**src/rtl/oneshot_pkg.sv**
```systemverilog
package oneshot_pkg;

  // Synchronized input levels of one channel.
  typedef struct packed {
    logic clr_n;
    logic b;
    logic a;
  } os_lvl_t;

  localparam int LVL_W = $bits(os_lvl_t);

endpackage

```
**src/rtl/os_sync.sv**
```systemverilog
module os_sync #(
  parameter int              W       = 1,
  parameter int              STAGES  = 2,
  parameter logic [W-1:0]    RST_VAL = '0
) (
  input  logic         clk,
  input  logic         rst,
  input  logic [W-1:0] d,
  output logic [W-1:0] q
);

  logic [W-1:0] stg [STAGES];

  always_ff @(posedge clk) begin
    if (rst) begin
      for (int i = 0; i < STAGES; i++) stg[i] <= RST_VAL;
    end else begin
      stg[0] <= d;
      for (int i = 1; i < STAGES; i++) stg[i] <= stg[i-1];
    end
  end

  assign q = stg[STAGES-1];

endmodule

```
**src/rtl/os_trig_gate.sv**
```systemverilog
module os_trig_gate
  import oneshot_pkg::*;
#(
  parameter int SYNC_STAGES = 2
) (
  input  logic    clk,
  input  logic    rst,
  input  os_lvl_t lvl,
  output logic    trig,
  output logic    clr_live
);

  // After reset, hold off edge detection until the synchronizer
  // and the delayed copies carry real input values.
  localparam int ARM_W = SYNC_STAGES + 1;

  logic [ARM_W-1:0] arm;
  logic             a_d, b_d;
  logic             a_up, b_dn, hit;

  assign clr_live = lvl.clr_n;
  assign a_up     = lvl.a & ~a_d;
  assign b_dn     = ~lvl.b & b_d;
  assign hit      = arm[ARM_W-1] & lvl.clr_n &
                    ((a_up & lvl.b) | (b_dn & ~lvl.a));

  always_ff @(posedge clk) begin
    if (rst) begin
      arm  <= '0;
      a_d  <= 1'b0;
      b_d  <= 1'b0;
      trig <= 1'b0;
    end else begin
      arm  <= {arm[ARM_W-2:0], 1'b1};
      a_d  <= lvl.a;
      b_d  <= lvl.b;
      trig <= hit;
    end
  end

endmodule

```
**src/rtl/os_timer.sv**
```systemverilog
module os_timer #(
  parameter int CNT_W = 8
) (
  input  logic             clk,
  input  logic             rst,
  input  logic             clr_live,
  input  logic             trig,
  input  logic             retrig,
  input  logic [CNT_W-1:0] width,
  output logic             q,
  output logic             q_n
);

  localparam logic [CNT_W-1:0] ONE = CNT_W'(1);

  logic [CNT_W-1:0] cnt, cnt_nx;
  logic             take;

  always_comb begin
    take = trig && (width != '0) && (retrig || (cnt == '0));
    if (!clr_live)       cnt_nx = '0;
    else if (take)       cnt_nx = width;
    else if (cnt != '0)  cnt_nx = cnt - ONE;
    else                 cnt_nx = cnt;
  end

  always_ff @(posedge clk) begin
    if (rst) begin
      cnt <= '0;
      q   <= 1'b0;
      q_n <= 1'b1;
    end else begin
      cnt <= cnt_nx;
      q   <= (cnt_nx != '0);
      q_n <= (cnt_nx == '0);
    end
  end

endmodule

```
**src/rtl/os_channel.sv**
```systemverilog
module os_channel
  import oneshot_pkg::*;
#(
  parameter int CNT_W       = 8,
  parameter int SYNC_STAGES = 2
) (
  input  logic             clk,
  input  logic             rst,
  input  logic             a,
  input  logic             b,
  input  logic             clr_n,
  input  logic             retrig,
  input  logic [CNT_W-1:0] width,
  output logic             trig,
  output logic             clr_live,
  output logic             q,
  output logic             q_n
);

  os_lvl_t raw, lvl;

  assign raw = '{clr_n: clr_n, b: b, a: a};

  os_sync #(
    .W      (LVL_W),
    .STAGES (SYNC_STAGES),
    .RST_VAL('0)
  ) u_sync (
    .clk (clk),
    .rst (rst),
    .d   (raw),
    .q   (lvl)
  );

  os_trig_gate #(.SYNC_STAGES(SYNC_STAGES)) u_gate (
    .clk      (clk),
    .rst      (rst),
    .lvl      (lvl),
    .trig     (trig),
    .clr_live (clr_live)
  );

  os_timer #(.CNT_W(CNT_W)) u_timer (
    .clk      (clk),
    .rst      (rst),
    .clr_live (clr_live),
    .trig     (trig),
    .retrig   (retrig),
    .width    (width),
    .q        (q),
    .q_n      (q_n)
  );

endmodule

```
**src/rtl/dual_oneshot.sv**
```systemverilog
module dual_oneshot #(
  parameter int N_CH        = 2,
  parameter int CNT_W       = 8,
  parameter int SYNC_STAGES = 2
) (
  input  logic                  clk,
  input  logic                  rst,
  input  logic [N_CH-1:0]       in_a,
  input  logic [N_CH-1:0]       in_b,
  input  logic [N_CH-1:0]       clr_n,
  input  logic [N_CH-1:0]       retrig,
  input  logic [N_CH*CNT_W-1:0] width,
  output logic [N_CH-1:0]       q,
  output logic [N_CH-1:0]       q_n
);

  logic [N_CH-1:0] trig_pulse;
  logic [N_CH-1:0] clr_sync;

  for (genvar k = 0; k < N_CH; k++) begin : g_ch
    os_channel #(
      .CNT_W      (CNT_W),
      .SYNC_STAGES(SYNC_STAGES)
    ) u_ch (
      .clk      (clk),
      .rst      (rst),
      .a        (in_a[k]),
      .b        (in_b[k]),
      .clr_n    (clr_n[k]),
      .retrig   (retrig[k]),
      .width    (width[k*CNT_W +: CNT_W]),
      .trig     (trig_pulse[k]),
      .clr_live (clr_sync[k]),
      .q        (q[k]),
      .q_n      (q_n[k])
    );
  end

endmodule

```
**config.mk**
```make
export PLATFORM = sky130hd
export DESIGN_NAME = dual_oneshot
export DESIGN_NICKNAME = d
export VERILOG_FILES = /design/src/rtl/oneshot_pkg.sv /design/src/rtl/os_sync.sv /design/src/rtl/os_trig_gate.sv /design/src/rtl/os_timer.sv /design/src/rtl/os_channel.sv /design/src/rtl/dual_oneshot.sv
export SDC_FILE = /design/constraint.sdc
export NUM_CORES = 1
export LEC_CHECK = 0
export ABC_AREA = 1
export BUFFER_PORTS_ARGS = -buffer_cell sky130_fd_sc_hd__buf_2
export CAP_MARGIN = 20
export CORE_UTILIZATION = 35
export CTS_CLUSTER_DIAMETER = 80
export CTS_CLUSTER_SIZE = 25
export DETAILED_ROUTE_END_ITERATION = 7
export GPL_TIMING_DRIVEN = 1
export SLEW_MARGIN = 20
export SYNTH_ARGS = -nofsm -noshare
export SYNTH_HDL_FRONTEND = slang
export SYNTH_SLANG_ARGS = --single-unit
```
**constraint.sdc**
```tcl
create_clock -name clk -period 1.6 [get_ports clk]
set_input_delay 0.24 -clock clk [delete_from_list [all_inputs] [get_ports clk]]
set_output_delay 0.24 -clock clk [all_outputs]
set_load 0.01 [all_outputs]
```
Yosys cells after proc, flatten, opt, wreduce, memory -nomap -nowiden:

Memory sizes are Yosys's and may differ from the RTL's.
Cells that the tools add are included.

* RAM bits: 12
* bits of input ports: 26
* register bits after elaboration: 32
* output and inout port bits: 4
* word-level logic and storage cells: 75
* memories: 2

Memories
* g_ch[0].u_ch.u_sync.stg: words 2, width 3, rd ports 2, clocked after Yosys merged registers in 0, wr ports 2, RTL line os_sync.sv:12 `logic [W-1:0] stg [STAGES];`
* g_ch[1].u_ch.u_sync.stg: words 2, width 3, rd ports 2, clocked after Yosys merged registers in 0, wr ports 2, RTL line os_sync.sv:12

* reduce and logical (&&, ||, !) cells: 16
* add/sub/neg operators: 2
* muxes and demuxes: 15
* bitwise logic cells: 24

Operators by type and width (number)
* 8-bit 2-to-1 mux: 6
* 8-bit nonzero test: 6
* 8-bit logical NOT: 4
* 8-bit by 1-bit subtractor with 8-bit output (second input constant): 2
* 1-bit AND: 12
* 3-bit 2-to-1 mux: 4
* 1-bit inverter: 6
* 1-bit OR: 6
* 1-bit 2-to-1 mux: 5
* 1-bit logical AND: 4
* 1-bit logical OR: 2

Longest topological paths before layout:

* word-level depth: 6
* mapped depth: 14
* depth with buffers taken out: 14

Hierarchy:

From an unflattened synthesis, not the netlist that was laid out.

* cell total of the unflattened synthesis: 330
* area, all modules: 2308.5 um^2

By module, submodules not included
* os_timer at g_ch[0].u_ch.u_timer: area an instance 785.8 um^2, cells each 120, times used 1, sequential area each 200.2 um^2
* os_timer at g_ch[1].u_ch.u_timer: area an instance 759.5 um^2, cells each 120, times used 1, sequential area each 200.2 um^2
* os_trig_gate: area an instance 193.9 um^2, cells each 24, times used 2, sequential area each 120.1 um^2
* os_sync: area an instance 187.7 um^2, cells each 21, times used 2, sequential area each 120.1 um^2

Worst setup path after synthesis:

Ideal clock, no wire load.

* path kind: flip-flop to flip-flop
* start point: reg g_ch[0].u_ch.u_timer.cnt[0]
* end point: reg g_ch[0].u_ch.u_timer.q
* path slack: 0.054 ns
* data required time: 1.468 ns
* path buffers: 0
* library setup time: 0.132 ns
* clock period less this slack: 1.546 ns
* arrival: 1.414 ns
* stages on the path, launching flop included: 10
* cell sequence: dfxtp_1 -> inv_1 -> ha_1 -> nand2_2 -> o21ai_4 -> nand3_1 -> nand3_1 -> nand2_1 -> nor2_2 -> a21oi_1

* longest elaborated chain between the ends: 6
* elaborated cells on any way between the ends: 9
* classes of those cells: 1 x add/sub; 3 x mux; 5 x reduce/logical

Ends and longest elaborated chain
* start: declaration: RTL line os_timer.sv:16 `logic [CNT_W-1:0] cnt, cnt_nx;`
* start signal: assignment: RTL line os_timer.sv:33 `cnt <= cnt_nx;`
* parallel branches: the longest is 3 deep, another holds 8-bit by 1-bit subtractor with 8-bit output
* 8-bit 2-to-1 mux *: RTL line os_timer.sv:22 `else if (take) cnt_nx = width;`
* 8-bit 2-to-1 mux *: RTL line os_timer.sv:21 `if (!clr_live) cnt_nx = '0;`
* 8-bit nonzero test *: RTL line os_timer.sv:34 `q <= (cnt_nx != '0);`
* end signal: assignment: RTL line os_timer.sv:34
* end: declaration: RTL line os_timer.sv:10 `output logic q,`

Mark *: on every way between the ends.
A chain may end at the register's enable or synchronous reset.

Worst setup path after layout:

* start point: reg g_ch[1].u_ch.u_timer.cnt[3]
* end point: reg g_ch[1].u_ch.u_timer.q

* longest elaborated chain between the ends: 6
* elaborated cells on any way between the ends: 9
* classes of those cells: 1 x add/sub; 3 x mux; 5 x reduce/logical

Ends and longest elaborated chain (RTL line)
* start: declaration: os_timer.sv:16
* start signal: assignment: os_timer.sv:33
* parallel branches: the longest is 3 deep, another holds 8-bit by 1-bit subtractor with 8-bit output
* 8-bit 2-to-1 mux *: os_timer.sv:22
* 8-bit 2-to-1 mux *: os_timer.sv:21
* 8-bit nonzero test *: os_timer.sv:34
* end signal: assignment: os_timer.sv:34
* end: declaration: os_timer.sv:10

Marks and branches as above.

==> results.py <==
metrics = {
    "run_status": {
        "status": "complete, but fails checks",
        "violations": "negative setup slack",
    },
    "place": {
        "post-place-ws_ns": -0.1008,
        "dpl_cell_area_sq_um": 2454,
        "hpwl_mm": 3.331,
        "gp_congestion": 0.8307,
        "numPortBuffers": 29,
    },
    "critical_path": {
        "cp-start-kind": "flip-flop",
        "crit_family": "simple AND/OR/NAND/NOR gates",
        "path_class": "flip-flop to flip-flop",
        "critPathMaxFanout": 8,
        "worst_path_most_repeated_cell": "nand2_2",
        "crit_required_ns": 1.76,
        "crit_slowest_cell": "dfxtp_1",
        "cp-end-kind": "flip-flop",
        "worst-path-buf-inv": 0,
        "rrSetupSlack_ns": -0.03,
        "r2r_end": "g_ch[1].u_ch.u_timer.q",
        "slowest_delay_ns": 0.35,
        "rr_worst_depth": 10,
        "worstPathArrival_ns": 1.79,
        "reg2reg_from": "g_ch[1].u_ch.u_timer.cnt[3]",
        "worstPathCellList": "nor2_2, nand2_4, o21ai_4, nand2_4, nand2_2, nand2_2, nand2_2, nand2_2, nor2_4, a21oi_1",
    },
    "synth": {
        "yosys_most_used_dff": "dfxtp_1",
        "ys_seq_elements": 41,
        "yosysSeqAreaShare_pct": 39.83,
        "synthCells": 310,
        "yosysTopAreaCellShare_pct": 39.83,
        "netlist-cell-type-count": 23,
        "synth_edf_count": 0,
        "synthArstFlopShare_pct": 0,
        "synth_commonest_cells": "nand2_1 (69), nor2_1 (59), inv_1 (47)",
        "synth_warnings": 0,
        "yosys.cell_count.top_type": "nand2_1",
        "yosys-top-cells-area": "dfxtp_1 (40%), nand2_1 (13%), nor2_1 (11%), nand3_1 (11%), inv_1 (8.6%)",
        "syn_nets": 338,
        "syn-cell-area_sq_um": 2061,
        "syn_avg_cell_area_sq_um": 6.648,
        "synth_top_area_cell": "dfxtp_1",
    },
    "power_and_ir_drop": {
        "swShare_pct": 18.98,
        "p_seq_share_pct": 50.1,
        "power.share.combinational_pct": 4.4,
        "p_switching_uw": 398.8,
        "p_per_area_nw_per_um2": 739.1,
        "cellInternalPower_mw": 1.702,
        "clock_power_share_pct": 45.6,
        "peakVddDrop_mv": 0.7080,
        "fin_total_pwr_mw": 2.101,
        "power.static_leakage_nw": 1.375,
    },
    "routing": {
        "first_iter_violations": 88,
        "ant_nets": 0,
        "first_pass_iters": 4,
        "routed_wl_mm": 4.846,
        "wl_per_cell_microns": 10.87,
        "drc": 0,
        "vias": 2005,
        "drt-vias-per-instance": 4.496,
    },
    "grt": {
        "antenna_found_initial": 0,
        "grt_pass1_wl_mm": 7.734,
        "grt.met2_usage_pct": 24.96,
        "grt_max_degree": 23,
        "grt_overflow": 0,
        "use_met1_pct": 20.95,
        "met3_usage_pct": 2.989,
        "grt_use_total_pct": 15.75,
        "busiest_layer": "met2",
        "grt_pass1_vias": 1813,
    },
    "timing": {
        "relSlewSlack_pct": 68.45,
        "final-setup-viol-count": 3,
        "fmax_mhz": 612.7,
        "finClkSkew_ns": 0.005753,
        "setup_slack_ns": -0.03201,
        "finalHoldViolations": 0,
        "rsz0062_at_grt": "true",
        "final-max-slew-violation-count": 0,
        "layout_min_cycle_time_ns": 1.632,
        "worst_pin_slew_ns": 0.4726,
        "finalCritPeriodShare_pct": 102.0,
    },
    "final_layout": {
        "syn_to_final_growth_pct": 37.95,
        "drive_above_1_share_pct": 36.90,
        "nNetsFinal": 401,
        "antenna_cells": 0,
        "fin_area_sq_um": 2843,
    },
    "min_path": {
        "hold_end": "g_ch[1].u_ch.u_sync.stg[0][2]",
        "whs_path_depth": 3,
        "hp-class": "input port to flip-flop",
        "hold_start": "clr_n[1]",
    },
    "clock_tree": {
        "cts_hold_buf": 0,
        "insertion_delay_ns": 0.29,
        "cts_root_buffer": "clkbuf_8",
        "cts_sinks": 41,
        "clk_path_buf_depth": 2,
        "numCtsBuffers": 5,
        "cts_tree": "built",
        "clkTransAtPathRegs_ns": 0.07,
        "h-tree-depth": 2,
    },
    "floorplan": {
        "initial_core_util_pct": 36.97,
        "dieArea_sq_um": 6198,
        "row_count": 27,
        "dieHeight_microns": 78.73,
        "core-area_sq_um": 5574,
        "pin_count": 30,
        "die_w_microns": 78.73,
    },
    "run": {
        "maxCapViolations": 0,
    },
}
==> flip-flops by register name (all words and copies together), names as in the netlist <==
register	flops
g_ch.u_ch.u_timer.q_n	2
g_ch.u_ch.u_timer.cnt	16
g_ch.u_ch.u_gate.b_d	2
g_ch.u_ch.u_gate.arm	3
g_ch.u_ch.u_timer.q	2
g_ch.u_ch.u_gate.a_d	2
g_ch.u_ch.u_sync.stg	12
g_ch.u_ch.u_gate.trig	2
==> area by class of cell <==
class                   instances  area, sq um
multi-input cells             213         1197
clock inverters                 3        65.06
inverters                      48        182.7
well taps                      72        90.09
repair buffers                 64        411.6
clock buffers                   5        68.82
flip-flops and latches         41        827.0
fillers                       561         2731
==> per-layer routing <==
metal / vias up / routed length (microns)
li1: 1078 / -
met1: 885 / 2303
met2: 35 / 2306
met3: 7 / 170
met4: 0 / 65
met5: - / 0
==> power groups by stage <==
| stage | clock [mW] | combinational (mW) | sequential, mW |
|---|---|---|---|
| after floorplan | 0 | 0.0516 | 1.07 |
| after global placement | 0 | 0.0881 | 1.07 |
| after detailed placement | 0 | 0.0894 | 1.07 |
| after CTS | 0.985 | 0.0924 | 1.05 |
| after global routing | 1.04 | 0.105 | 1.05 |
| final | 0.957 | 0.0918 | 1.05 |
==> placed cells by master, fill, tap and decap left out, types with 10 or more instances in the layout <==
master / netlist / final
nor2_1: 59 / 53
nand2_1: 69 / 52
inv_1: 47 / 41
dfxtp_1: 41 / 36
nand3_1: 44 / 34
buf_4: 4 / 34
buf_2: 0 / 29
nand2_2: 4 / 18
nand3b_1: 11 / 11
nand3_2: 0 / 10
==> worst max path at each step <==
stage,from,endpoint,cells after the start
floorplan,g_ch[0].u_ch.u_timer.cnt[0],g_ch[0].u_ch.u_timer.q,9
global placement,g_ch[0].u_ch.u_timer.cnt[0],g_ch[0].u_ch.u_timer.q_n,11
detailed placement,g_ch[0].u_ch.u_timer.cnt[0],g_ch[0].u_ch.u_timer.q_n,11
CTS,g_ch[0].u_ch.u_timer.cnt[0],g_ch[0].u_ch.u_timer.q,10
global route,g_ch[1].u_ch.u_timer.cnt[3],g_ch[1].u_ch.u_timer.q,10
finish,g_ch[1].u_ch.u_timer.cnt[3],g_ch[1].u_ch.u_timer.q,10
==> cells by family (layout without fill, tap and decap cells) <==
| kind of cell | Yosys count | in the layout | synth area share (%) |
|---|---|---|---|
| buf+inv | 58 | 120 | 11.66 |
| flops | 41 | 41 | 39.83 |
| compound gates | 9 | 11 | 3.521 |
| xor+xnor | 1 | 1 | 0.4251 |
| simple gates | 199 | 199 | 43.35 |
| fa+ha+maj | 2 | 2 | 1.214 |
==> stage by stage <==
step / setup TNS, ns / utilization, % / hold WS, ns / instances
floorplan: 0 / - / 0.3470 / 310
global placement: -0.2305 / 44.02 / 0.3887 / 430
detailed placement: -0.3608 / 44.02 / 0.3940 / 430
CTS: 0 / 47.86 / 0.1370 / 442
global route: -0.5832 / 51.00 / 0.1387 / 446
finish: -0.05065 / 51.00 / 0.1483 / 446
==> tightest hold or removal path, cell delays in order <==
cell,delay [ns]
buf_2,0.07
inv_1,0.03
nor2_1,0.06
==> timing repair <==
item                       CTS  global route
pin swaps                    5            24
setup buffers                2             4
hold endpoints to repair     0             0
resized for setup           12            47
setup endpoints to repair   11            15
gates cloned                 2             0
(Power assumes the default switching activity.)
